<file path="src/rtl/dualrail_pkg.sv">
package dualrail_pkg;

  // Status lines from the datapath to the control.
  typedef struct packed {
    logic treeDone;     // root of the C-element tree
    logic flipSeen;     // codeword-to-codeword change this cycle
    logic wrongSpacer;  // non-selected spacer polarity present
  } dpStatus_t;

  // Number of four-way reduction levels above the leaf cells.
  function automatic int treeLevels(int n);
    int w;
    int l;
    w = n;
    l = 0;
    while (w > 1) begin
      w = (w + 3) / 4;
      l++;
    end
    return l;
  endfunction

  // Node count at a given level (level 0 = leaves).
  function automatic int levelWidth(int n, int lvl);
    int w;
    w = n;
    for (int k = 0; k < lvl; k++) w = (w + 3) / 4;
    return w;
  endfunction

endpackage

</file>
<file path="src/rtl/dualrail_datapath.sv">
module dualrail_datapath
  import dualrail_pkg::*;
#(
  parameter int N = 8
) (
  input  logic            clk,
  input  logic            rst,
  input  logic [N-1:0]    railT,
  input  logic [N-1:0]    railF,
  input  logic [N-1:0]    invMask,
  input  logic            spacerSel,
  output logic [N-1:0]    dataOut,
  output dpStatus_t       status
);

  localparam int LEVELS = treeLevels(N);
  localparam int FANIN  = 4;

  // Rail swap implements inversion.
  logic [N-1:0] trueRail, falseRail;
  assign trueRail  = (railT & ~invMask) | (railF & invMask);
  assign falseRail = (railF & ~invMask) | (railT & invMask);
  assign dataOut   = trueRail;

  // Per-bit classification.
  logic [N-1:0] bitValid, atZero, atOne, atSel, atOther;
  assign bitValid = trueRail ^ falseRail;
  assign atZero   = ~(trueRail | falseRail);
  assign atOne    = trueRail & falseRail;
  assign atSel    = spacerSel ? atOne  : atZero;
  assign atOther  = spacerSel ? atZero : atOne;

  // Previous codeword tracking for flip detection.
  logic [N-1:0] prevValid, prevTrue;
  logic         flipNow;
  assign flipNow = |(prevValid & bitValid & (prevTrue ^ trueRail));

  // C-element tree: state per level, next state cascaded from children.
  logic [N-1:0] lvlNext [0:LEVELS];
  logic [N-1:0] lvlQ    [0:LEVELS];

  // Leaf cell per bit: inputs are "valid" and "not at selected spacer".
  for (genvar i = 0; i < N; i++) begin : g_leaf
    logic inA, inB;
    assign inA = bitValid[i];
    assign inB = ~atSel[i];
    assign lvlNext[0][i] = (inA & inB) | (lvlQ[0][i] & (inA | inB));
  end

  for (genvar l = 1; l <= LEVELS; l++) begin : g_lvl
    localparam int WPREV = levelWidth(N, l - 1);
    localparam int WCUR  = levelWidth(N, l);
    for (genvar j = 0; j < N; j++) begin : g_node
      if (j < WCUR) begin : g_used
        logic [FANIN-1:0] kids;
        for (genvar k = 0; k < FANIN; k++) begin : g_kid
          if (FANIN * j + k < WPREV) begin : g_real
            assign kids[k] = lvlNext[l-1][FANIN*j+k];
          end else begin : g_pad
            assign kids[k] = lvlNext[l-1][FANIN*j];
          end
        end
        assign lvlNext[l][j] = (&kids) | (lvlQ[l][j] & (|kids));
      end else begin : g_none
        assign lvlNext[l][j] = 1'b0;
      end
    end
  end

  always_ff @(posedge clk) begin
    for (int l = 0; l <= LEVELS; l++) begin
      lvlQ[l] <= rst ? '0 : lvlNext[l];
    end
    if (rst) begin
      prevValid <= '0;
      prevTrue  <= '0;
    end else begin
      prevValid <= bitValid;
      prevTrue  <= trueRail;
    end
  end

  assign status.treeDone    = lvlQ[LEVELS][0];
  assign status.flipSeen    = flipNow;
  assign status.wrongSpacer = |atOther;

endmodule

</file>
<file path="src/rtl/dualrail_control.sv">
module dualrail_control
  import dualrail_pkg::*;
(
  input  logic      clk,
  input  logic      rst,
  input  dpStatus_t status,
  output logic      done,
  output logic      latchEn,
  output logic      protoErr
);

  logic doneD;
  logic errQ;

  always_ff @(posedge clk) begin
    if (rst) begin
      doneD <= 1'b0;
      errQ  <= 1'b0;
    end else begin
      doneD <= status.treeDone;
      errQ  <= errQ | status.flipSeen | status.wrongSpacer;
    end
  end

  assign done     = status.treeDone;
  assign latchEn  = status.treeDone & ~doneD;
  assign protoErr = errQ;

endmodule

</file>
<file path="src/rtl/dualrail_completion.sv">
module dualrail_completion
  import dualrail_pkg::*;
#(
  parameter int N = 8
) (
  input  logic         clk,
  input  logic         rst,
  input  logic [N-1:0] railT,
  input  logic [N-1:0] railF,
  input  logic [N-1:0] invMask,
  input  logic         spacerSel,
  output logic         done,
  output logic         latchEn,
  output logic [N-1:0] dataOut,
  output logic         protoErr
);

  dpStatus_t dpStatus;

  dualrail_datapath #(.N(N)) u_dp (
    .clk       (clk),
    .rst       (rst),
    .railT     (railT),
    .railF     (railF),
    .invMask   (invMask),
    .spacerSel (spacerSel),
    .dataOut   (dataOut),
    .status    (dpStatus)
  );

  dualrail_control u_ctl (
    .clk      (clk),
    .rst      (rst),
    .status   (dpStatus),
    .done     (done),
    .latchEn  (latchEn),
    .protoErr (protoErr)
  );

endmodule

</file>
<file path="config.mk">
export PLATFORM = sky130hd
export DESIGN_NAME = dualrail_completion
export DESIGN_NICKNAME = d
export VERILOG_FILES = /design/src/rtl/dualrail_pkg.sv /design/src/rtl/dualrail_datapath.sv /design/src/rtl/dualrail_control.sv /design/src/rtl/dualrail_completion.sv
export SDC_FILE = /design/constraint.sdc
export NUM_CORES = 1
export LEC_CHECK = 0
export BUFFER_PORTS_ARGS = -buffer_cell sky130_fd_sc_hd__buf_2
export CORE_MARGIN = 3
export CORE_UTILIZATION = 40
export DETAILED_ROUTE_END_ITERATION = 8
export PLACE_DENSITY_LB_ADDON = 0.08
export SLEW_MARGIN = 10
export SYNTH_ARGS = -nofsm -noshare
export SYNTH_HDL_FRONTEND = slang
export SYNTH_SLANG_ARGS = --single-unit
</file>
<file path="constraint.sdc">
create_clock -name clk -period 1.9 [get_ports clk]
set_clock_uncertainty 0.05 [all_clocks]
set_input_delay 0.38 -clock clk [delete_from_list [all_inputs] [get_ports clk]]
set_output_delay 0.38 -clock clk [all_outputs]
set_load 0.05 [all_outputs]
</file>
==> summary.md <==
| Metric | Value |
|---|---|
| Final Net Count | 257 |
| Total GRT Usage | 0.159 |
| Critical Path End Type | flip-flop |
| Synth area leaders | dfxtp_1, ha_1, mux2i_1 |
| Post-DR vias/cell | 4.72 |
| Crit path max-delay family | simple AND/OR/NAND/NOR gates |
| Max_cap viols | 0 |
| Clk_lat worst skew | 0.28 ns |
| CP bufs+invs | 1 |
| Synth top area share | 0.375 |
| Residual DRC | 0 |
| Vias in the first global route | 1215 |
| Cells on worst reg2reg path | 5 |
| Clock slew at reported path FFs | 0.06 ns |
| Peak Freq | 588 MHz |
| Vias | 1228 |
| Port-buffer cells | 37 |
| Initial Util | 0.439 |
| Die Span Y | between 60 and 70 µm |
| Area leader, netlist | dfxtp_1 |
| Worst slack at placement | -0.0952 ns |
| Flops & latches, synth | 29 |
| First-pass GRT wire length | 5320 µm |
| Setup crit start kind | primary input |
| Crit path depth | 8 |
| Filler cells | about 350 |
| Synth warn | 0 |
| H-tree levels | 2 |
| FF-to-FF setup slack | 0.47 ns |
| Largest net degree at the start of global routing | 30 |
| Mapped cell area | approximately 1500 µm² |
| Post-Syn Nets | 205 |
| Post-synthesis cell count | 162 |
| Critical R2R Capture | u_dp.lvlQ[0][16] |
| Antenna violations before repair | 0 |
| GP Congestion | 0.736 |
| P per Cell Area | 805 nW/µm² |
| Pins Over Slew Limit | 0 |
| Synth cell types | 28 |
| Final period util | 0.894 |
| Pre-antenna DRT Iters | 4 |
| Worst hold path class | primary input to flip-flop |
| Post-route design area | 1940 µm² |
| Maximum fanout along the worst path | 3 |
| Clock Tree Buf Depth | 2 |
| Die X | 68.2 µm |
| Post-DRT Antenna Nets | 0 |
| Most frequent cell after synthesis | dfxtp_1 |
| Post-route setup slack | 0.201 ns |
| Total core area | 3520 µm² |
| Num CTS Buffers | 5 |
| Cell Area, Placed | 1860 µm² |
| Avg Inst Size Synth | about 9.5 µm² |
| Tot Pwr | approximately 1600 µW |
| CTS Sinks | 29 |
| GRT Residual Overflow | 0 |
| Total Routed Length | 3170 µm |
| FP Rows | 21 |
| Worst path slowest cell | nor4_1 |
| Layout cells sized above 1 | 0.294 |
| DRT iter0 DRCs | 16 |
| Register area share after synthesis | 0.375 |
| Hold buffer count at cts | 0 |
| Worst slew margin | 0.644 |
| RSZ-0062 raised after global routing | no |
| Slew @ Worst Pin | 0.534 ns |
| Area delta synth->final | 25.6% |
| Hold Path Depth | 3 |
| Synth Flop Type | dfxtp_1 |
| Worst vdd rail ir drop | 0.360 mV |
| Post CTS Setup Buffer Count | 0 |
| Hold Vio Cnt, Final | 0 |
| Post-synth EDFFs | 0 |
| Status | finished clean |
| CTS Root Cell | clkbuf_8 |
| Io pins | 38 |
| Top cells by count, synth | dfxtp_1, inv_1, nor2b_1 |
| WL per Instance | 12.2 µm |
| Peak per-stage delay on the critical path | 0.32 ns |
| Asr flop ratio synth | 0 |
| Ant. Diodes | 0 |
| Worst R2R Start | u_dp.lvlQ[0][1] |
| Post-CTS Resized | 0 |
| Final critical-path required period | 1.70 ns |
| CP Class | primary input to flip-flop |
| Leakage | 0.000975 µW |
| Full die area | 4650 µm² |
| Worst hold start | invMask[2] |
| Crit-path cells | buf_2 > ha_1 > nor4_1 > nand2_1 > nor4_1 > a31oi_1 > a31oi_1 > a41oi_1 |
| Final setup viols | 0 |
| Crit path DAT | 1.78 ns |
| Hold path endpoint | u_dp.prevTrue[2] |
| CTS tree | built |
| DP HPWL | approximately 2400 µm |
| Data required, critical path | 1.98 ns |
[per-layer routing]
layer | up-vias | share of wire | track usage
li1 | 636 | - | -
met1 | 562 | 0.47 | 0.186
met2 | 25 | 0.46 | 0.260
met3 | 5 | 0.056 | 0.0443
met4 | 0 | 0.019 | 0.0893
met5 | - | 0 | 0
[cell usage in the layout, fill, tap and decap left out, types with 5 or more instances in the layout]
cell       n
buf_2     37
dfxtp_1   29
inv_1     24
nor2b_1   18
mux2i_1   16
ha_1      16
buf_4     12
nor2_1    11
xnor2_1    8
nand3_1    6
clkbuf_8   6
maj3_2     5
[where the power goes]
group | switching (µW) | leakage [µW] | total [µW] | internal, µW
logic | 213 | 0.000690 | 381 | 168
clock network | 222 | 0.0000443 | 508 | 287
registers | 17.4 | 0.000241 | 675 | 657
[metrics by stage]
| step | hold WS [ns] | cells | TNS, ns | utilization |
|---|---|---|---|---|
| global route | 0.411 | 260 | 0 | 0.552 |
| CTS | 0.370 | 260 | 0 | 0.552 |
| detailed placement | 0.457 | 253 | -0.186 | 0.527 |
| floorplan | 0.435 | 162 | 0 | - |
| finish | 0.369 | 260 | 0 | 0.552 |
| global placement | 0.450 | 253 | -0.0811 | 0.527 |
[worst reg2reg max path, delay by kind of cell, from the launching register on]
family	cells	cell delay, ns
flops	1	0.31
fa+ha+maj	1	0.34
compound gates	2	0.17
simple gates	2	0.43
[worst max path at each step]
stage	start	endpoint
after floorplan	u_dp.lvlQ[0][16]	latchEn
after global placement	railT[1]	u_dp.lvlQ[0][16]
final	railT[3]	u_ctl.protoErr
after global routing	railT[3]	u_ctl.protoErr
after detailed placement	railT[1]	u_dp.lvlQ[0][16]
after CTS	railT[1]	u_dp.lvlQ[0][16]
[state kept, by name, indices dropped and copies added (netlist names)]
| name | flops |
|---|---|
| u_ctl.doneD | 1 |
| u_ctl.protoErr | 1 |
| u_dp.lvlQ | 11 |
| u_dp.prevTrue | 8 |
| u_dp.prevValid | 8 |
[kinds of logic (layout without fill, tap and decap cells)]
| logic type | Yosys count | after routing | share of synthesized area |
|---|---|---|---|
| simple gates | 45 | 45 | 0.169 |
| flops | 29 | 29 | 0.375 |
| buf+inv | 28 | 80 | 0.0728 |
| fa+ha+maj | 23 | 23 | 0.179 |
| mux | 16 | 16 | 0.104 |
| compound gates | 13 | 13 | 0.0550 |
| xor+xnor | 8 | 8 | 0.0453 |
[area by class of cell]
type                            count  area (µm²)  area share
Clock buffer                        7        86.3      0.0444
Sequential cell                    29         581       0.299
Timing Repair Buffer               49         275       0.142
Tap cell                           46        57.6      0.0296
Multi-Input combinational cell    105         853       0.439
Inverter                           24        90.1      0.0464
Power figures use the tool's default switching activity.
